==> src/rtl/ep0_seq_pkg.sv <==
package ep0_seq_pkg;
  typedef enum logic [1:0] {
    ST_IDLE = 2'd0,
    ST_TX   = 2'd1,
    ST_RX   = 2'd2
  } ep0_state_e;

  typedef enum logic [1:0] {
    TK_NONE  = 2'd0,
    TK_SETUP = 2'd1,
    TK_IN    = 2'd2,
    TK_OUT   = 2'd3
  } tok_kind_e;

  typedef enum logic [1:0] {
    HS_NONE  = 2'd0,
    HS_ACK   = 2'd1,
    HS_NAK   = 2'd2,
    HS_STALL = 2'd3
  } hs_code_e;
endpackage

==> src/rtl/ep0_req_latch.sv <==
module ep0_req_latch #(
  parameter int LEN_W       = 7,
  parameter int WLEN_W      = 16,
  parameter int SETUP_BYTES = 8
) (
  input  logic              clk,
  input  logic              rst_n,
  input  logic [LEN_W-1:0]  tok_len,
  input  logic [WLEN_W-1:0] setup_wlen,
  input  logic              setup_dir_in,
  input  logic              capture,
  output logic              setup_len_ok,
  output logic [WLEN_W-1:0] req_len,
  output logic              req_dir_in,
  output logic              req_len_zero
);
  localparam logic [LEN_W-1:0] SETUP_LEN = LEN_W'(SETUP_BYTES);

  logic [WLEN_W-1:0] len_q, len_n;
  logic              dir_q, dir_n;

  assign setup_len_ok = (tok_len == SETUP_LEN);

  always_comb begin
    len_n = len_q;
    dir_n = dir_q;
    if (capture) begin
      len_n = setup_wlen;
      dir_n = setup_dir_in;
    end
  end

  always_ff @(posedge clk or negedge rst_n) begin
    if (!rst_n) begin
      len_q <= '0;
      dir_q <= 1'b0;
    end else if (capture) begin
      len_q <= len_n;
      dir_q <= dir_n;
    end
  end

  assign req_len      = len_q;
  assign req_dir_in   = dir_q;
  assign req_len_zero = (len_q == '0);


  req_capture_chk: assert property (@(posedge clk) disable iff (!rst_n)
    capture |=> (req_len == $past(setup_wlen)) && (req_dir_in == $past(setup_dir_in)));
endmodule

==> src/rtl/ep0_out_meter.sv <==
module ep0_out_meter #(
  parameter int LEN_W  = 7,
  parameter int WLEN_W = 16,
  parameter int MAXP   = 64
) (
  input  logic              clk,
  input  logic              rst_n,
  input  logic              clear,
  input  logic              add,
  input  logic [LEN_W-1:0]  pkt_len,
  input  logic [WLEN_W-1:0] req_len,
  output logic              overrun
);
  localparam int SUM_W = WLEN_W + 1;
  localparam logic [LEN_W-1:0] MAXP_L = LEN_W'(MAXP);

  logic [WLEN_W-1:0] cnt_q, cnt_n;
  logic [SUM_W-1:0]  sum;
  logic              cnt_en;

  assign sum     = {1'b0, cnt_q} + SUM_W'(pkt_len);
  assign overrun = (sum > {1'b0, req_len}) || (pkt_len > MAXP_L);
  assign cnt_en  = clear || add;

  always_comb begin
    cnt_n = cnt_q;
    if (clear)    cnt_n = '0;
    else if (add) cnt_n = sum[WLEN_W-1:0];
  end

  always_ff @(posedge clk or negedge rst_n) begin
    if (!rst_n)      cnt_q <= '0;
    else if (cnt_en) cnt_q <= cnt_n;
  end


  bytes_within_len_chk: assert property (@(posedge clk) disable iff (!rst_n)
    cnt_q <= req_len);
endmodule

==> src/rtl/ep0_phase_fsm.sv <==
module ep0_phase_fsm
  import ep0_seq_pkg::*;
(
  input  logic       clk,
  input  logic       rst_n,
  input  logic       tok_valid,
  input  tok_kind_e  tok_kind,
  input  logic       tok_len_zero,
  input  logic       setup_len_ok,
  input  logic       req_dir_in,
  input  logic       req_len_zero,
  input  logic       out_overrun,
  input  logic       fw_rx_serviced,
  input  logic       fw_tx_ready,
  input  logic       fw_data_end,
  input  logic       fw_send_stall,
  input  logic       fw_clear_sent_stall,
  input  logic       fw_setup_end_serviced,
  output logic       setup_accept,
  output logic       out_accept,
  output logic       rx_ready,
  output logic       tx_ready,
  output logic       setup_end,
  output logic       sent_stall,
  output logic       ep0_irq,
  output ep0_state_e ep0_state,
  output logic       hs_valid,
  output hs_code_e   hs_code
);
  ep0_state_e st_q, st_n;
  logic rx_q, rx_n, tx_q, tx_n, last_q, last_n;
  logic se_q, se_n, ss_q, ss_n, spend_q, spend_n, stat_q, stat_n;
  logic irq_q, irq_n, hsv_q, hsv_n;
  hs_code_e hs_q, hs_n;

  always_comb begin
    st_n = st_q; rx_n = rx_q; tx_n = tx_q; last_n = last_q;
    se_n = se_q; ss_n = ss_q; spend_n = spend_q; stat_n = stat_q;
    irq_n = 1'b0; hsv_n = 1'b0; hs_n = HS_NONE;
    setup_accept = 1'b0; out_accept = 1'b0;

    // firmware strobes
    if (fw_clear_sent_stall)   ss_n = 1'b0;
    if (fw_setup_end_serviced) se_n = 1'b0;
    if (fw_send_stall)         spend_n = 1'b1;
    if (fw_rx_serviced && rx_q) begin
      rx_n = 1'b0;
      if (st_q == ST_IDLE) begin
        if (fw_data_end || req_len_zero) stat_n = 1'b1;
        else st_n = req_dir_in ? ST_TX : ST_RX;
      end else if (st_q == ST_RX && fw_data_end) begin
        st_n   = ST_IDLE;
        stat_n = 1'b1;
      end
    end
    if (fw_tx_ready && st_q == ST_TX && !tx_q) begin
      tx_n   = 1'b1;
      last_n = fw_data_end;
    end

    // tokens
    if (tok_valid && tok_kind != TK_NONE) begin
      hsv_n = 1'b1;
      if (spend_q) begin
        hs_n = HS_STALL; ss_n = 1'b1; irq_n = 1'b1; spend_n = 1'b0;
        st_n = ST_IDLE; tx_n = 1'b0; last_n = 1'b0; stat_n = 1'b0;
      end else begin
        unique case (tok_kind)
          TK_SETUP: begin
            if (st_q != ST_IDLE) begin
              se_n = 1'b1; irq_n = 1'b1;
            end
            st_n = ST_IDLE; tx_n = 1'b0; last_n = 1'b0; stat_n = 1'b0;
            if (setup_len_ok) begin
              setup_accept = 1'b1; rx_n = 1'b1; hs_n = HS_ACK; irq_n = 1'b1;
            end
          end
          TK_IN: begin
            if (st_q == ST_TX) begin
              if (tx_q) begin
                hs_n = HS_ACK; tx_n = 1'b0; irq_n = 1'b1;
                if (last_q) begin
                  st_n = ST_IDLE; stat_n = 1'b1; last_n = 1'b0;
                end
              end else begin
                hs_n = HS_NAK;
              end
            end else if (st_q == ST_RX) begin
              se_n = 1'b1; irq_n = 1'b1; st_n = ST_IDLE;
            end else if (stat_q) begin
              hs_n = HS_ACK; stat_n = 1'b0; irq_n = 1'b1;
            end else begin
              hs_n = HS_NAK;
            end
          end
          TK_OUT: begin
            if (st_q == ST_RX) begin
              if (rx_q) begin
                hs_n = HS_NAK;
              end else if (out_overrun) begin
                hs_n = HS_STALL; ss_n = 1'b1; irq_n = 1'b1; st_n = ST_IDLE;
              end else begin
                hs_n = HS_ACK; rx_n = 1'b1; out_accept = 1'b1; irq_n = 1'b1;
              end
            end else if (st_q == ST_TX) begin
              se_n = 1'b1; irq_n = 1'b1; st_n = ST_IDLE;
              tx_n = 1'b0; last_n = 1'b0;
            end else if (stat_q && tok_len_zero) begin
              hs_n = HS_ACK; stat_n = 1'b0; irq_n = 1'b1;
            end else begin
              hs_n = HS_NAK;
            end
          end
          default: hs_n = HS_NONE;
        endcase
      end
    end

    // firmware override of the phase
    if (fw_setup_end_serviced) begin
      st_n = ST_IDLE; tx_n = 1'b0; last_n = 1'b0;
    end
  end

  always_ff @(posedge clk or negedge rst_n) begin
    if (!rst_n) begin
      st_q <= ST_IDLE; rx_q <= 1'b0; tx_q <= 1'b0; last_q <= 1'b0;
      se_q <= 1'b0; ss_q <= 1'b0; spend_q <= 1'b0; stat_q <= 1'b0;
      irq_q <= 1'b0; hsv_q <= 1'b0; hs_q <= HS_NONE;
    end else begin
      st_q <= st_n; rx_q <= rx_n; tx_q <= tx_n; last_q <= last_n;
      se_q <= se_n; ss_q <= ss_n; spend_q <= spend_n; stat_q <= stat_n;
      irq_q <= irq_n; hsv_q <= hsv_n; hs_q <= hs_n;
    end
  end

  assign rx_ready   = rx_q;
  assign tx_ready   = tx_q;
  assign setup_end  = se_q;
  assign sent_stall = ss_q;
  assign ep0_irq    = irq_q;
  assign ep0_state  = st_q;
  assign hs_valid   = hsv_q;
  assign hs_code    = hs_q;


  tx_only_in_tx_chk: assert property (@(posedge clk) disable iff (!rst_n)
    tx_q |-> (st_q == ST_TX));

  setup_end_irq_chk: assert property (@(posedge clk) disable iff (!rst_n)
    $rose(se_q) |-> irq_q);

  stall_irq_idle_chk: assert property (@(posedge clk) disable iff (!rst_n)
    $rose(ss_q) |-> (irq_q && st_q == ST_IDLE));

  short_setup_drop_chk: assert property (@(posedge clk) disable iff (!rst_n)
    (tok_valid && tok_kind == TK_SETUP && !setup_len_ok && !spend_q && !rx_q)
      |=> (!rx_q && hs_q == HS_NONE));

  out_busy_nak_chk: assert property (@(posedge clk) disable iff (!rst_n)
    (tok_valid && tok_kind == TK_OUT && st_q == ST_RX && rx_q && !spend_q)
      |=> (hs_q == HS_NAK && rx_q));

  se_service_idle_chk: assert property (@(posedge clk) disable iff (!rst_n)
    fw_setup_end_serviced |=> (st_q == ST_IDLE && !tx_q));

  irq_needs_token_or_none_chk: assert property (@(posedge clk) disable iff (!rst_n)
    irq_q |-> hsv_q);
endmodule

==> src/rtl/usb_ep0_ctrl_seq.sv <==
module usb_ep0_ctrl_seq
  import ep0_seq_pkg::*;
#(
  parameter int LEN_W       = 7,
  parameter int WLEN_W      = 16,
  parameter int MAXP        = 64,
  parameter int SETUP_BYTES = 8
) (
  input  logic              clk,
  input  logic              rst_n,
  input  logic              tok_valid,
  input  logic [1:0]        tok_kind,
  input  logic [LEN_W-1:0]  tok_len,
  input  logic [WLEN_W-1:0] setup_wlen,
  input  logic              setup_dir_in,
  input  logic              fw_rx_serviced,
  input  logic              fw_tx_ready,
  input  logic              fw_data_end,
  input  logic              fw_send_stall,
  input  logic              fw_clear_sent_stall,
  input  logic              fw_setup_end_serviced,
  output logic              rx_ready,
  output logic              tx_ready,
  output logic              setup_end,
  output logic              sent_stall,
  output logic              ep0_irq,
  output logic [1:0]        ep0_state,
  output logic              hs_valid,
  output logic [1:0]        hs_code
);
  logic              setup_accept, out_accept, setup_len_ok;
  logic              req_dir_in, req_len_zero, out_overrun;
  logic [WLEN_W-1:0] req_len;
  ep0_state_e        state_w;
  hs_code_e          hs_w;

  ep0_req_latch #(.LEN_W(LEN_W), .WLEN_W(WLEN_W), .SETUP_BYTES(SETUP_BYTES)) u_req (
    .clk(clk), .rst_n(rst_n), .tok_len(tok_len), .setup_wlen(setup_wlen),
    .setup_dir_in(setup_dir_in), .capture(setup_accept),
    .setup_len_ok(setup_len_ok), .req_len(req_len),
    .req_dir_in(req_dir_in), .req_len_zero(req_len_zero)
  );

  ep0_out_meter #(.LEN_W(LEN_W), .WLEN_W(WLEN_W), .MAXP(MAXP)) u_meter (
    .clk(clk), .rst_n(rst_n), .clear(setup_accept), .add(out_accept),
    .pkt_len(tok_len), .req_len(req_len), .overrun(out_overrun)
  );

  ep0_phase_fsm u_fsm (
    .clk(clk), .rst_n(rst_n), .tok_valid(tok_valid),
    .tok_kind(tok_kind_e'(tok_kind)), .tok_len_zero(tok_len == '0),
    .setup_len_ok(setup_len_ok), .req_dir_in(req_dir_in),
    .req_len_zero(req_len_zero), .out_overrun(out_overrun),
    .fw_rx_serviced(fw_rx_serviced), .fw_tx_ready(fw_tx_ready),
    .fw_data_end(fw_data_end), .fw_send_stall(fw_send_stall),
    .fw_clear_sent_stall(fw_clear_sent_stall),
    .fw_setup_end_serviced(fw_setup_end_serviced),
    .setup_accept(setup_accept), .out_accept(out_accept),
    .rx_ready(rx_ready), .tx_ready(tx_ready), .setup_end(setup_end),
    .sent_stall(sent_stall), .ep0_irq(ep0_irq), .ep0_state(state_w),
    .hs_valid(hs_valid), .hs_code(hs_w)
  );

  assign ep0_state = state_w;
  assign hs_code   = hs_w;
endmodule

==> config.mk <==
export PLATFORM = sky130hd
export DESIGN_NAME = usb_ep0_ctrl_seq
export DESIGN_NICKNAME = d
export VERILOG_FILES = /design/src/rtl/ep0_seq_pkg.sv /design/src/rtl/ep0_req_latch.sv /design/src/rtl/ep0_out_meter.sv /design/src/rtl/ep0_phase_fsm.sv /design/src/rtl/usb_ep0_ctrl_seq.sv
export SDC_FILE = /design/constraint.sdc
export NUM_CORES = 1
export LEC_CHECK = 0
export BUFFER_PORTS_ARGS = -buffer_cell sky130_fd_sc_hd__buf_2
export CAP_MARGIN = 20
export CORE_MARGIN = 4
export CORE_UTILIZATION = 30
export DETAILED_ROUTE_END_ITERATION = 7
export SLEW_MARGIN = 10
export SYNTH_ARGS = -nofsm -noshare
export SYNTH_HDL_FRONTEND = slang
export SYNTH_SLANG_ARGS = --single-unit
==> constraint.sdc <==
create_clock -name clk -period 9.56 [get_ports clk]
set_clock_uncertainty 0.15 [all_clocks]
set_input_delay 2.39 -clock clk [delete_from_list [all_inputs] [get_ports clk]]
set_output_delay 2.39 -clock clk [all_outputs]
set_load 0.02 [all_outputs]
==> results.py <==
metrics = {
    "status": {
        "status": "completed",
    },
    "floorplanning": {
        "die-area_mm2": 0.01245,
        "pin_count": 45,
        "die_x_um": 111.6,
        "die_y_um": 111.6,
        "fp-row-count": 37,
        "start_util": 0.3103,
        "coreArea_mm2": 0.01037,
    },
    "critical_path": {
        "endpoint_kind": "flop",
        "crit_type": "primary input to flop",
        "critPathSlowestCell": "nor3_4",
        "path_cells": "buf_2 > ha_1 > o21ai_0 > inv_1 > a21oi_1 > nor3_1 > xor2_1 > ha_1 > and3_1 > a221o_1 > a221oi_2 > o22ai_2 > nor3_4 > mux2_2",
        "rrSetupSlack_ns": 5.07,
        "slowest_delay_ns": 0.79,
        "crit_top_cell": "ha_1",
        "crit_path_end": "u_meter.cnt_q[9]",
        "startpoint": "tok_len[3]",
        "worst_setup_path_start_kind": "primary input",
        "critPathArrivalTime_ns": 6.41,
        "crit_path_max_fanout": 15,
        "crit_required_ns": 9.60,
        "cp_num_buf_inv": 2,
        "r2r-start": "u_meter.cnt_q[3]",
        "cp.depth": 14,
        "r2r_cells": 13,
        "critPathTopFamily": "compound AO/OA/AOI/OAI gates",
        "r2r_end": "u_meter.cnt_q[9]",
    },
    "synthesis": {
        "ys_types": 57,
        "syn_area_per_cell_um2": 9.664,
        "async_flop_share": 1.000,
        "synth_cells": 333,
        "synthFlopType": "dfrtp_1",
        "yosys_register_bits": 46,
        "yosysSeqAreaShare": 0.3577,
        "synth_edf_count": 0,
        "yosys_warnings": 0,
        "netlist_area_mm2": 0.003218,
        "syn_nets": 392,
    },
    "final_layout": {
        "drive_gt1_frac": 0.2487,
        "nNetsFinal": 432,
        "fin_cells": 510,
        "nFillCells": 1068,
        "fin_util": 0.3553,
        "finalInstanceArea_mm2": 0.003685,
        "insertedDiodeCount": 0,
        "mostFrequentLayoutCell": "dfrtp_1",
        "final_cell_mix": "dfrtp_1 (46), buf_2 (44), inv_1 (28)",
        "area_growth_syn_to_layout_pct": 14.50,
    },
    "place": {
        "placedCellCount": 501,
        "post_dp_cell_area_mm2": 0.003551,
        "numPortBuffers": 44,
        "place_ws_ns": 2.857,
        "hpwlAfterDp_um": 5760,
        "place.gp.congestion": 0.9165,
    },
    "sta": {
        "setup_viol": 0,
        "postLayoutSetupSlackWorst_ns": 3.190,
        "hold_viol": 0,
        "period_needed_ns": 6.370,
        "worst_slew_pin_slew_ns": 0.9053,
        "rsz0062_at_grt": "no",
        "max_freq_ghz": 0.1570,
        "hold_slack_ns": 0.3974,
        "setup_tns_ns": 0,
        "slew_headroom": 0.3945,
        "finalMaxSlewViolations": 0,
        "min_period_over_period": 0.6663,
    },
    "pwr": {
        "powerDensity_mw_per_mm2": 110.3,
        "vdd_drop_max_uv": 53.66,
        "leakage_nw": 1.752,
        "total_power_uw": 406.3,
    },
    "grt": {
        "grt_busiest_layer": "met2",
        "grtUsageMet1": 0.1685,
        "overflow": 0,
        "antenna_found_initial": 0,
        "track_usage": 0.1241,
        "grtUsageMet2": 0.2035,
        "use_met3": 0.02989,
        "grt_max_degree": 47,
        "first_global_vias": 2668,
        "grt_pass1_wl_um": 12860,
    },
    "drt": {
        "ant_nets": 0,
        "drtIter0Drc": 161,
        "drc": 0,
        "wl_per_cell_um": 14.76,
        "drt-total-wl_um": 7530,
        "route.vias.total": 2594,
        "firstDrtPassIters": 4,
        "viasPerCell": 5.086,
    },
    "clock_network": {
        "post_cts_buffers": 0,
        "cts.sinks": 46,
        "clk_pin_slew_ns": 0.09,
        "ctsLongestPathBuffers": 2,
        "clockRootBuffer": "clkbuf_8",
        "cts_tree": "built",
        "cts_made_buffers": 5,
        "insertion_delay_ns": 0.30,
        "htreeDepth": 2,
        "holdBufCountCts": 0,
        "cts-resized-gates": 0,
    },
    "flow_run": {
        "drv_cap": 0,
    },
    "worst_hold_path": {
        "hold_class": "flop to flop",
    },
}
## power by group
| group | leakage [nW] | switching, mW | internal, mW |
|---|---|---|---|
| Clock | 0.0504 | 0.0692 | 0.0778 |
| Sequential | 0.631 | 0.00428 | 0.198 |
| Combinational | 1.07 | 0.0347 | 0.0219 |
## layout make-up
type / instances / area (um^2) / share of cell area
Timing Repair Buffer: 46 / 247.7 / 0.06723
Multi-Input combinational cell: 246 / 1897 / 0.5148
Clock inverter: 3 / 45.04 / 0.01222
Sequential cell: 46 / 1151 / 0.3124
Clock buffer: 5 / 68.82 / 0.01868
Tap cell: 136 / 170.2 / 0.04618
Inverter: 28 / 105.1 / 0.02852
## logic make-up (layout without fill, tap and decap cells)
logic type,Yosys count,after routing,synth area share
AO/OA/AOI/OAI,69,69,0.1586
XOR/XNOR,12,12,0.03266
adder cells (fa/ha/maj),24,24,0.09565
buffers and inverters,41,82,0.05288
flip-flops,46,46,0.3577
multiplexers,35,35,0.1299
AND/OR/NAND/NOR,106,106,0.1726
## worst min-delay path by stage
stage | depth (start not counted) | from | slack (ns) | to
after floorplan | 1 | u_req.req_len[11] | 0.35 | u_req.req_len[11]
after global placement | 2 | u_fsm.setup_end | 0.37 | u_fsm.setup_end
after detailed placement | 1 | u_req.req_len[5] | 0.38 | u_req.req_len[5]
after CTS | 1 | u_req.req_len[5] | 0.40 | u_req.req_len[5]
after global routing | 1 | u_req.req_len[1] | 0.42 | u_req.req_len[1]
final | 2 | u_fsm.setup_end | 0.40 | u_fsm.setup_end
## sequential cells by signal, indices dropped and copies added (netlist names), 2 cells and up
name,cells
u_fsm.ep0_state,2
u_fsm.hs_code,2
u_meter.cnt_q,16
u_req.req_len,16
## synthesized netlist by cell type, types with 2 or more instances
cell	count	area, um^2
inv_1	28	105.1
xnor2_1	5	43.79
and2_1	8	50.05
nor2_1	22	82.58
a31oi_1	6	37.54
nand3_1	7	35.03
ha_1	23	287.8
a21oi_1	17	85.08
o31ai_4	2	42.54
o21ai_0	10	50.05
nor4_1	5	31.28
dfrtp_1	46	1151
o311ai_0	2	17.52
o21a_1	4	30.03
xor2_1	7	61.31
mux2_4	8	120.1
a211oi_1	3	22.52
mux2_2	22	247.7
nand2_1	22	82.58
nor3_1	10	50.05
a221o_1	2	20.02
nand2b_1	6	37.54
a21o_1	2	15.01
o2111ai_1	3	26.28
clkbuf_1	12	45.04
nor2b_1	2	12.51
or3_1	3	18.77
nand4_1	5	31.28
and3_1	5	31.28
and2_0	5	31.28
mux2i_1	5	50.05
## routing by layer
metal,vias up,wire length [um]
met4,0,51
li1,1281,-
met5,-,0
met3,4,458
met1,1227,3530
met2,82,3489
## worst min-delay path, stage by stage (launching register included)
cell and delay (ns):
dfrtp_1 0.38, inv_1 0.05, o32ai_1 0.07
Power figures use the tool's default switching activity.
